**config.mk**
```make
export PLATFORM = sky130hd
export DESIGN_NAME = wprot_status
export DESIGN_NICKNAME = d
export VERILOG_FILES = /design/src/rtl/wprot_pkg.sv /design/src/rtl/wprot_region.sv /design/src/rtl/wprot_decide.sv /design/src/rtl/wprot_status.sv
export SDC_FILE = /design/constraint.sdc
export NUM_CORES = 1
export LEC_CHECK = 0
export BUFFER_PORTS_ARGS = -buffer_cell sky130_fd_sc_hd__buf_2
export CAP_MARGIN = 20
export CORE_AREA = 2 2 39 41
export DETAILED_ROUTE_END_ITERATION = 8
export DIE_AREA = 0 0 41 43
export PLACE_DENSITY = 0.76
export REMOVE_ABC_BUFFERS = 1
export SLEW_MARGIN = 0
export SYNTH_ARGS = -nofsm -noshare
export SYNTH_HDL_FRONTEND = slang
export SYNTH_SLANG_ARGS = --single-unit
```
**constraint.sdc**
```tcl
create_clock -name clk -period 2.6 [get_ports clk]
set_input_delay 0.52 -clock clk [delete_from_list [all_inputs] [get_ports clk]]
set_output_delay 0.52 -clock clk [all_outputs]
set_load 0.01 [all_outputs]
```
**src/rtl/wprot_pkg.sv**
```systemverilog
package wprot_pkg;
  localparam int STAT_W    = 8;
  localparam int BUSY_BIT  = 0;
  localparam int WEL_BIT   = 1;
  localparam int BP_LO_BIT = 2;
  localparam int LOCK_BIT  = 7;

  typedef logic [1:0] bp_level_t;

  function automatic logic [STAT_W-1:0] pack_status(
    input logic busy, input logic wel, input bp_level_t bp, input logic lock_en);
    logic [STAT_W-1:0] s;
    s = '0;
    s[BUSY_BIT]             = busy;
    s[WEL_BIT]              = wel;
    s[BP_LO_BIT +: 2]       = bp;
    s[LOCK_BIT]             = lock_en;
    return s;
  endfunction
endpackage

```
**src/rtl/wprot_region.sv**
```systemverilog
module wprot_region
  import wprot_pkg::*;
#(
  parameter int ADDR_W = 12
) (
  input  bp_level_t         bp_i,
  input  logic [ADDR_W-1:0] addr_i,
  output logic              hit_o
);
  localparam int TOP = ADDR_W - 1;

  generate
    if (ADDR_W >= 2) begin : g_wide
      always_comb begin
        unique case (bp_i)
          2'd0:    hit_o = 1'b0;
          2'd1:    hit_o = &addr_i[TOP -: 2];
          2'd2:    hit_o = addr_i[TOP];
          default: hit_o = 1'b1;
        endcase
      end
    end else begin : g_narrow
      assign hit_o = (bp_i == 2'd3) || ((bp_i == 2'd2) && addr_i[TOP]);
    end
  endgenerate
endmodule

```
**src/rtl/wprot_decide.sv**
```systemverilog
module wprot_decide (
  input  logic wel_i,
  input  logic busy_i,
  input  logic hw_lock_i,
  input  logic hit_i,
  input  logic sr_req_i,
  input  logic mem_req_i,
  output logic sr_ok_o,
  output logic mem_ok_o,
  output logic any_req_o
);
  logic open_w;
  assign open_w    = wel_i & ~busy_i;
  assign sr_ok_o   = sr_req_i & open_w & ~hw_lock_i;
  assign mem_ok_o  = mem_req_i & ~sr_req_i & open_w & ~hit_i;
  assign any_req_o = sr_req_i | mem_req_i;
endmodule

```
**src/rtl/wprot_status.sv**
```systemverilog
module wprot_status
  import wprot_pkg::*;
#(
  parameter int ADDR_W = 12
) (
  input  logic              clk,
  input  logic              rst_n,
  input  logic              wp_n_i,
  input  logic              wel_set_i,
  input  logic              wel_clr_i,
  input  logic              sr_wr_i,
  input  logic [7:0]        sr_data_i,
  input  logic              mem_wr_i,
  input  logic [ADDR_W-1:0] mem_addr_i,
  input  logic              prog_done_i,
  output logic              grant_o,
  output logic              deny_o,
  output logic [7:0]        status_o
);
  logic      wel_q, busy_q, lock_q, grant_q, deny_q;
  bp_level_t bp_q;

  // named internal events
  logic hw_lock_w, hit_w, sr_ok_w, mem_ok_w, any_req_w, grant_d, done_ev_w;

  assign hw_lock_w = lock_q & ~wp_n_i;
  assign done_ev_w = busy_q & prog_done_i;

  wprot_region #(.ADDR_W(ADDR_W)) u_region (
    .bp_i(bp_q), .addr_i(mem_addr_i), .hit_o(hit_w));

  wprot_decide u_decide (
    .wel_i(wel_q), .busy_i(busy_q), .hw_lock_i(hw_lock_w), .hit_i(hit_w),
    .sr_req_i(sr_wr_i), .mem_req_i(mem_wr_i),
    .sr_ok_o(sr_ok_w), .mem_ok_o(mem_ok_w), .any_req_o(any_req_w));

  assign grant_d = sr_ok_w | mem_ok_w;

  always_ff @(posedge clk or negedge rst_n) begin
    if (!rst_n) begin
      wel_q   <= 1'b0;
      busy_q  <= 1'b0;
      lock_q  <= 1'b0;
      bp_q    <= '0;
      grant_q <= 1'b0;
      deny_q  <= 1'b0;
    end else begin
      grant_q <= grant_d;
      deny_q  <= any_req_w & ~grant_d;
      if (done_ev_w)                 wel_q <= 1'b0;
      else if (!busy_q && wel_clr_i) wel_q <= 1'b0;
      else if (!busy_q && wel_set_i) wel_q <= 1'b1;
      if (grant_d)        busy_q <= 1'b1;
      else if (done_ev_w) busy_q <= 1'b0;
      if (sr_ok_w) begin
        bp_q   <= sr_data_i[3:2];
        lock_q <= sr_data_i[7];
      end
    end
  end

  assign grant_o  = grant_q;
  assign deny_o   = deny_q;
  assign status_o = pack_status(busy_q, wel_q, bp_q, lock_q);


  one_answer_chk: assert property (@(posedge clk) disable iff (!rst_n)
    $onehot0({grant_o, deny_o}));

  wel_needed_chk: assert property (@(posedge clk) disable iff (!rst_n)
    !wel_q |=> !grant_o);

  busy_refuse_chk: assert property (@(posedge clk) disable iff (!rst_n)
    busy_q |=> !grant_o);

  lock_sticky_chk: assert property (@(posedge clk) disable iff (!rst_n)
    (hw_lock_w && !prog_done_i) ##1 !wp_n_i |-> lock_q);

  lock_refuse_chk: assert property (@(posedge clk) disable iff (!rst_n)
    (sr_wr_i && hw_lock_w) |=> !grant_o);

  region_refuse_chk: assert property (@(posedge clk) disable iff (!rst_n)
    (mem_wr_i && !sr_wr_i && hit_w) |=> !grant_o);

  done_clear_chk: assert property (@(posedge clk) disable iff (!rst_n)
    done_ev_w |=> (!wel_q && !busy_q));
endmodule

```
# Yosys cells after proc, flatten, opt, wreduce, memory -nomap -nowiden
# Cells that the tools add are included.
# word_totals
word_cells,38
regBits,7
output_inout_bits,10
inputBits,28
# op_classes
reduce_logical,7
bitwise_logic,17
eq_ne,2
muxes,6
# op_table
operator,n
1-bit bitwise AND,9
1-bit NOT,6
1-bit two-way mux,5
1-bit one-hot mux with 3 select lines,1
3-bit nonzero test,1
"2-bit by 1-bit == test with 1-bit output, second input constant",1
"2-bit == test, second input constant",1
1-bit logical AND,2
2-bit logical NOT,1
1-bit bitwise OR,2
2-bit AND reduction,1
2-bit nonzero test,1
1-bit logical NOT,1

# Logic depth before layout (Yosys ltp)
# Gate-level depths: netlist of run 1.
# depth
ltp_word,7
ltp_mapped,3
ltp_nobuf,3

# By module
# A second synthesis of run 1 with hierarchy kept.
# unflattened
cells_unflattened,33
area_unflattened_um2,351.6
# modules_own_cells
mod,seq_area_each_um2,cells_per_inst,area_per_inst_um2,n_inst
wprot_status,175.2,26,305.3,1
wprot_decide,0.0,4,32.5,1
wprot_region,0.0,3,13.8,1

# Least setup slack after synthesis of run 1
# OpenSTA, ideal clock, no wires.
# synth_timing
kind,input to register
from,in wp_n_i
to,reg bp_q[0]
path_buffers,0
setup_ns,0.125
setup_slack_ns,1.351
cell_stages,3
required_ns,2.475
arrival_ns,1.124
path_cell_list,nand2b_1 > and3_4 > mux2_4
# synth_via
elab_chain_cells,4
# synth_lines
element,line_no,rtl
"start, declared",wprot_status.sv:8,"input logic wp_n_i,"
1-bit NOT,wprot_status.sv:26,assign hw_lock_w = lock_q & ~wp_n_i;
1-bit bitwise AND,wprot_status.sv:26,
1-bit NOT,wprot_decide.sv:14,assign sr_ok_o = sr_req_i & open_w & ~hw_lock_i;
1-bit bitwise AND,wprot_decide.sv:14,
"end signal, assigned",wprot_status.sv:56,bp_q <= sr_data_i[3:2];
"end, declared",wprot_status.sv:21,bp_level_t bp_q;
# Every way passes these cells.
# A chain may end at the register's enable or synchronous reset.

# Final worst setup path of run 1
# layout_timing
from,reg busy_q
to,out status_o[0]
# layout_rtl
element,line_no,rtl
"start, declared",wprot_status.sv:20,"logic wel_q, busy_q, lock_q, grant_q, deny_q;"
"start signal, assigned",wprot_status.sv:42,busy_q <= 1'b0;
"start signal, assigned",wprot_status.sv:53,if (grant_d) busy_q <= 1'b1;
"start signal, assigned",wprot_status.sv:54,else if (done_ev_w) busy_q <= 1'b0;
"end, declared",wprot_status.sv:18,output logic [7:0] status_o
# No word-level cell between the ends.

==> results.toml, run 1 <==
[worst_setup_path]
r2r-start = "busy_q"
cp_top_family = "flip-flops"
crit_type = "flop to output port"
cpPeakStageDelay_ps = 420
worstPathMaxFanout = 4
reg2reg_setup_slack_ps = 1380
critPathCaptureType = "output port"
cp_num_buf_inv = 1
reg2reg_depth = 3
arrival_ps = 830
required_ps = 2080
start_kind = "flop"
cp_slowest_cell = "dfrtp_1"
critical_path.cell_chain = "buf_2"
reg2reg_to = "lock_q"

[logic_synthesis]
yosysUniqueCellTypes = 18
yosys-top-cells-area = "dfrtp_1 (46%), buf_4 (12%), mux2_4 (12%), nor2b_4 (3.6%), and3_4 (3.0%)"
synth_edf_count = 0
synth.most_common_cell = "dfrtp_1"
yosysWarnings = 0
syn_inst = 33
synth_top_area_cell = "dfrtp_1"
ys_ff_latch = 7
async_flop_share_pct = 100
ys.flop_type = "dfrtp_1"
syn_area_um2 = 378
synth_top_area_share_pct = 46.4
synth.avg_cell_area_um2 = 11.5
yosys-top-cells-count = "dfrtp_1 (7), buf_4 (6), mux2_4 (3)"
ys_seq_area_share_pct = 46.4

[timing]
setup-violations-final = 0
fmax_mhz = 740
final.min_clock_period_ps = 1350
rsz0062_at_grt = "no"
finalCritPeriodShare_pct = 52.0
tns_ps = 0
worst_slack_ps = 1250
drv_slew = 0
skew_ps = 1.61
hold_violations = 0

[cells_and_area]
seqCellArea_um2 = 175
multi_input_area_um2 = 158
antenna_cells = 0
nNetsFinal = 81
final-instance-count-excl-fill = 68
final_area_um2 = 482
area_growth_pct = 27.5
fillCellCount = 162
drive_gt1_share_pct = 51.9

[route]
num_vias = 284
wl_um = 696
avgRoutedWirePerCell_um = 10.2
drt_iter0_drc = 0
drtAntennaViolNets = 0
drt_pass1_iterations = 1
drc = 0
detail_route.vias_per_cell = 4.18

[floorplanning]
fp.dieH_um = 43
start_util_pct = 27.3
rows = 14
dieArea_mm2 = 0.00176
coreArea_mm2 = 0.00138
fp.dieW_um = 41
io_pins = 38

[run_status]
status = "completed"

[global_routing]
grt_usage_pct = 9.59
overflow = 0
grt_pass1_vias = 276
antenna_found_initial = 0
grt_max_degree = 8
grt_pass1_wl_um = 1070

[place]
finalWeightedCongestion = 0.687
dp_hpwl_um = 558
io_buffer_count = 19
place_area_um2 = 455
place_ws_ps = 1230
placedCellCount = 64

[clock_network]
ctsHoldBuffers = 0
clkSlewWorstSetupHoldPaths_ps = 50
clock_sinks = 7
post_cts.repair.setup_buffers = 0
cts-root-buf = "clkbuf_4"
cts_tree = "yes"
cts_inserted_buffers = 3
cts_resized = 0
cts_buffer_depth = 2
clk_latency_ps = 250
htreeDepth = 1

[power]
vdd_ir_drop_max_uv = 284
p_leak_nw = 0.259
powerDensity_mw_per_mm2 = 939
power_w = 0.000452

[min_path]
min_path_type = "input pin to async pin"

[flow_run]
drv_cap = 0
-- state kept, by name, indices dropped and copies added, names as in the netlist --
signal	cells
bp_q	2
busy_q	1
deny_o	1
grant_o	1
lock_q	1
wel_q	1
-- routing by layer --
| metal | track usage, % | wire length (µm) | vias to the layer above |
|---|---|---|---|
| met5 | 0 | 0 | - |
| met4 | 8.00 | 26 | 0 |
| met3 | 4.71 | 78 | 5 |
| met2 | 12.2 | 279 | 18 |
| met1 | 11.4 | 313 | 119 |
| li1 | - | - | 142 |
-- worst register-to-register path, stage by stage (launching register included) --
cell and delay [ps]:
dfrtp_1 420, nor2b_4 150, and3_4 230, mux2_4 300
-- logic make-up after synthesis --
| family | Yosys count | share of synthesized area [%] |
|---|---|---|
| multiplexers | 3 | 11.9 |
| other | 1 | 0.992 |
| flip-flops | 7 | 46.4 |
| buffers and inverters | 8 | 13.9 |
| AND/OR/NAND/NOR | 10 | 18.2 |
| AO/OA/AOI/OAI | 4 | 8.61 |
-- per-stage QoR --
stage	utilization (%)	hold WS [ps]
floorplan	-	224
global placement	32.9	356
detailed placement	32.9	362
CTS	34.8	93.7
global route	34.8	88.6
finish	34.8	95.1
-- worst max path at each step --
stage | endpoint | cells after the start | startpoint | slack, ps
after floorplan | bp_q[0] | 3 | wp_n_i | 1350
after detailed placement | bp_q[1] | 4 | wp_n_i | 1230
after CTS | status_o[0] | 1 | busy_q | 1240
after global routing | status_o[0] | 1 | busy_q | 1190
after global placement | lock_q | 4 | wp_n_i | 1230
final | status_o[0] | 1 | busy_q | 1250
-- layout make-up --
type	count	area share, %
timing repair buffer	19	19.7
tap	16	4.16
sequential	7	36.4
inverter	2	1.56
multi-input combinational	20	32.7
clock buffer	4	5.45
-- cell usage in the layout (no fill, tap or decap), drive strengths merged --
cell     netlist  routed
nand2          2       2
nand2b         1       1
nand3          1       1
dfrtp          7       7
buf            6      19
and3           1       1
a21oi          1       1
mux2           3       3
nor2           1       1
clkbuf         0       4
conb           1       3
inv            2       2
o32ai          1       1
nand3b         1       1
nor2b          2       2
o211a          1       1
o2111ai        1       1
or2b           1       1
-- power by group --
part	internal (W)	total, W	switching, W
combinational	0.0000967	0.000168	0.0000716
clock	0.0000585	0.0000976	0.0000391
sequential	0.000150	0.000187	0.0000361
No activity file was read; power rests on OpenSTA's default activity.
==> inputs of run 2 (changes only) <==
--- a/config.mk
+++ b/config.mk
@@ -10,7 +10,7 @@
 export CORE_AREA = 2 2 39 41
 export DETAILED_ROUTE_END_ITERATION = 8
 export DIE_AREA = 0 0 41 43
-export PLACE_DENSITY = 0.76
+export PLACE_DENSITY = 0.79
 export REMOVE_ABC_BUFFERS = 1
 export SLEW_MARGIN = 0
 export SYNTH_ARGS = -nofsm -noshare
==> constraint.sdc (replaced) <==
create_clock -name clk -period 1.2 [get_ports clk]
set_input_delay 0.24 -clock clk [delete_from_list [all_inputs] [get_ports clk]]
set_output_delay 0.24 -clock clk [all_outputs]
set_load 0.01 [all_outputs]
==> run 2 against run 1 <==
Against the previous run:
- die area unchanged
- sequential cell count unchanged
- combinational power rose by 140%
- wire length fell by 4.3%
- sequential power up 110%
- critical endpoint is now bp_q[1]
- largest cell class unchanged
==> results.toml, run 2 (same netlist as run 1, synthesis figures left out) <==
[global_routing]
overflow = 0
grt_pass1_wl_um = 993
grt_pass1_vias = 260
grt_max_degree = 8
antenna_found_initial = 0
grt_usage_pct = 8.70

[floorplanning]
coreArea_mm2 = 0.00138
io_pins = 38
dieArea_mm2 = 0.00176
rows = 14
start_util_pct = 27.3
fp.dieH_um = 43
fp.dieW_um = 41

[power]
p_clk_share_pct = 20.7
internal_power_w = 0.000691
p_sw_w = 0.000325
vdd_ir_drop_max_uv = 692
power_frac_comb_pct = 40.4
swShare_pct = 32.0
p_leak_nw = 0.274
powerDensity_mw_per_mm2 = 2010
p_seq_share_pct = 38.9

[cells_and_area]
mostFrequentLayoutCell = "buf_2"
layout_common_cells = "buf_2 (19), dfrtp_1 (7), mux2_4 (3), conb_1 (3), clkbuf_4 (3)"
regMostFlops = "bp_q"
fin_util_pct = 36.6
nNetsFinal = 84
drive_gt1_share_pct = 52.7
antenna_cells = 0
largest_register_ffs = 2
area_growth_pct = 34.1

[route]
drt_iter0_drc = 1
num_vias = 300
detail_route.vias_per_cell = 4.23
drtAntennaViolNets = 0
drc = 0
avgRoutedWirePerCell_um = 9.38
wl_um = 666
drt_pass1_iterations = 2

[worst_setup_path]
required_ps = 1330
crit_type = "flop to flop"
start_kind = "flop"
reg2reg_setup_slack_ps = 20
worstPathMaxFanout = 4
r2r-start = "busy_q"
critPathCaptureType = "flop"
arrival_ps = 1320
reg2reg_depth = 3
reg2reg_to = "bp_q[1]"

[place]
finalWeightedCongestion = 0.778
io_buffer_count = 19

[timing]
fmax_mhz = 846
setup-violations-final = 0
hold_violations = 0
rsz0062_at_grt = "yes"
drv_slew = 0
whs_ps = 189
finalCritPeriodShare_pct = 98.5
skew_ps = 0.428
final.min_clock_period_ps = 1180

[clock_network]
cts_inserted_buffers = 3
cts-root-buf = "clkbuf_4"
htreeDepth = 1
cts_tree = "yes"
cts_buffer_depth = 2
clock_sinks = 7
clkSlewWorstSetupHoldPaths_ps = 50
cts_resized = 0
clk_latency_ps = 250

[run_status]
status = "completed"

[min_path]
whs_path_depth = 2
min_path_type = "input pin to flop"
hold_end = "wel_q"
min_from = "wel_clr_i"

[flow_run]
drv_cap = 0
run 2: power groups by stage:
stage               Clock, W  Sequential, W  Combinational, W
floorplan                  0       0.000445          0.000190
global placement           0       0.000395          0.000407
detailed placement         0       0.000401          0.000417
CTS                 0.000222       0.000397          0.000419
global route        0.000228       0.000406          0.000450
finish              0.000210       0.000395          0.000411
run 2: repair_timing:
item,4_1_cts,5_1_grt
hold endpoints to repair,7,0
hold buffers,1,0
endpoints found under the setup margin,0,3
buffers inserted,0,0
run 2: critical path: stages, from the launching register on:
cell and delay [ps]:
dfrtp_1 400, nor2b_4 140, and3_4 230, mux2_4 300
run 2: worst max-delay path by stage:
stage	start	to	slack, ps	cells past startpoint
final	busy_q	bp_q[1]	20	3
after global routing	busy_q	bp_q[1]	-20	3
after CTS	busy_q	bp_q[1]	2	3
after detailed placement	busy_q	bp_q[1]	10	3
after global placement	busy_q	bp_q[0]	30	3
after floorplan	wel_q	bp_q[0]	-4	3
run 2: cell type report:
cell class              instances  area, µm²
clock buffers                   4       26.3
fillers                       157        877
inverters                       2       7.51
multi-input cells              20        158
flip-flops and latches          7        175
well taps                      16       20.0
repair buffers                 22        120
run 2: through the flow:
| stage | power [W] | cells | worst slack, ps | TNS [ps] | cell area [µm²] |
|---|---|---|---|---|---|
| CTS | 0.00104 | 71 | 2.38 | 0 | 507 |
| floorplan | 0.000635 | 29 | -4.47 | -13.4 | 340 |
| global route | 0.00108 | 71 | -15.5 | -38.9 | 507 |
| global placement | 0.000802 | 66 | 31.7 | 0 | 470 |
| finish | 0.00102 | 71 | 17.5 | 0 | 507 |
| detailed placement | 0.000818 | 66 | 11.4 | 0 | 470 |
run 2: layer usage:
metal,global-route usage [%],part of all wire (%),vias up
met5,0,0,-
met4,4.00,0,0
met3,6.81,14,0
met2,11.9,45,18
met1,9.57,41,134
li1,-,-,148
==> inputs of run 3 (changes only) <==
--- a/config.mk
+++ b/config.mk
@@ -5,7 +5,7 @@
 export SDC_FILE = /design/constraint.sdc
 export NUM_CORES = 1
 export LEC_CHECK = 0
-export BUFFER_PORTS_ARGS = -buffer_cell sky130_fd_sc_hd__buf_2
+export BUFFER_PORTS_ARGS = -buffer_cell sky130_fd_sc_hd__buf_4
 export CAP_MARGIN = 20
 export CORE_AREA = 2 2 39 41
 export DETAILED_ROUTE_END_ITERATION = 8
==> constraint.sdc (replaced) <==
create_clock -name clk -period 1.2 [get_ports clk]
set_input_delay 0.12 -clock clk [delete_from_list [all_inputs] [get_ports clk]]
set_output_delay 0.12 -clock clk [all_outputs]
set_load 0.01 [all_outputs]
==> run 3 against run 2 <==
Against the previous run:
- utilization is 4.0 points higher
- cell count grew 1.4%
- non-clock buffer count grew 1
- die area unchanged
- via count fell by 0.67%
- largest cell class unchanged
==> results.toml, run 3 (same netlist as run 1, synthesis figures left out) <==
[clock_network]
cts_resized = 0
clock_sinks = 7
clk_latency_ps = 250
cts-root-buf = "clkbuf_4"
cts_buffer_depth = 2
htreeDepth = 1
clkSlewWorstSetupHoldPaths_ps = 50
cts_tree = "yes"
cts_inserted_buffers = 3

[route]
wl_um = 680
detail_route.vias_per_cell = 4.14
drtAntennaViolNets = 0
num_vias = 298
drt_iter0_drc = 0
avgRoutedWirePerCell_um = 9.44
drc = 0
drt_pass1_iterations = 1

[floorplanning]
dieArea_mm2 = 0.00176
io_pins = 38
coreArea_mm2 = 0.00138
fp.dieW_um = 41
fp.dieH_um = 43
rows = 14
start_util_pct = 27.3

[worst_setup_path]
critPathCaptureType = "flop"
start_kind = "flop"
reg2reg_depth = 3
cp_slowest_cell = "dfrtp_1"
worstPathMaxFanout = 4
cp_top_family = "flip-flops"
cp_num_buf_inv = 0
critical_path.cell_chain = "nor2b_4 > and3_4 > mux2_4"
crit_type = "flop to flop"
required_ps = 1330
path_depth = 3
arrival_ps = 1330
cpPeakStageDelay_ps = 400

[run_status]
status = "completed"

[place]
io_buffer_count = 19
dp_hpwl_um = 562
finalWeightedCongestion = 0.784

[global_routing]
grt_max_degree = 8
grt_usage_pct = 9.10
grt_pass1_vias = 259
grt_pass1_wl_um = 1010
overflow = 0
antenna_found_initial = 0

[power]
vdd_ir_drop_max_uv = 831
p_leak_nw = 0.294
powerDensity_mw_per_mm2 = 1940
power_w = 0.00109

[timing]
finalCritPeriodShare_pct = 99.9
skew_ps = 2.87
rsz0062_at_grt = "yes"
hold_violations = 0
fmax_mhz = 834
whs_ps = 74.9
setup-violations-final = 0
final.min_clock_period_ps = 1200
drv_slew = 0

[cells_and_area]
antenna_cells = 0
area_growth_pct = 48.7
regMostFlops = "bp_q"
layout_common_cells = "buf_4 (22), dfrtp_1 (7), mux2_4 (3), conb_1 (3), clkbuf_4 (3)"
fin_util_pct = 40.6
largest_register_ffs = 2
nNetsFinal = 85
mostFrequentLayoutCell = "buf_4"
drive_gt1_share_pct = 53.6

[flow_run]
drv_cap = 0

[min_path]
whs_path_depth = 2
min_path_type = "input pin to flop"
## run 3: changes by cell type in the layout (fill, tap and decap cells not counted)
cell / before / now
buf_4: 2 / 22
buf_2: 19 / 0
## run 3: area by class of cell
class | count | area [µm²]
repair buffers | 23 | 175
well taps | 16 | 20.0
clock buffers | 4 | 26.3
fillers | 147 | 822
multi-input cells | 20 | 158
inverters | 2 | 7.51
flip-flops and latches | 7 | 175
## run 3: through the flow
step	setup TNS, ps	worst slack (ps)	area (µm²)	std cells
final	0	1.52	562	72
after global routing	-74.9	-29.0	562	72
after CTS	0	1.07	554	71
after detailed placement	0	8.40	518	66
after global placement	0	31.8	518	66
after floorplan	-13.4	-4.47	340	29
## run 3: worst register-to-register path: cells and delay by family (launching register included)
kind,cells,cell delay (ps)
flops,1,400
simple gates,2,380
mux,1,300
## run 3: timing repair
action                                  CTS  global route
setup buffers                             0             1
endpoints found under the setup margin    2             3
hold buffers                              1             0
pin swaps                                 1             1
endpoints found under the hold margin     7             0
## run 3: routing by layer
metal	vias to the layer above	share of wire (%)	global-route usage, %
li1	148	-	-
met1	134	44	10.9
met2	16	45	11.9
met3	0	12	6.81
met4	0	0	4.00
met5	-	0	0
## run 3: final timing paths
| kind | from | slack [ps] | to |
|---|---|---|---|
| worst max-delay path | busy_q | 2 | bp_q[1] |
| worst min-delay path | wel_clr_i | 70 | wel_q |
| worst max register to register | busy_q | 2 | bp_q[1] |
| worst min register to register | lock_q | 550 | lock_q |
| max in group asynchronous | rst_n | 860 | wel_q |
| min in group asynchronous | rst_n | 220 | busy_q |
## run 3: power by group
part	internal (W)	leakage, nW	switching [W]	total, W
sequential	0.000326	0.0858	0.0000722	0.000398
combinational	0.000308	0.193	0.000176	0.000485
clock	0.000126	0.0150	0.0000797	0.000206
total	0.000761	0.294	0.000328	0.00109
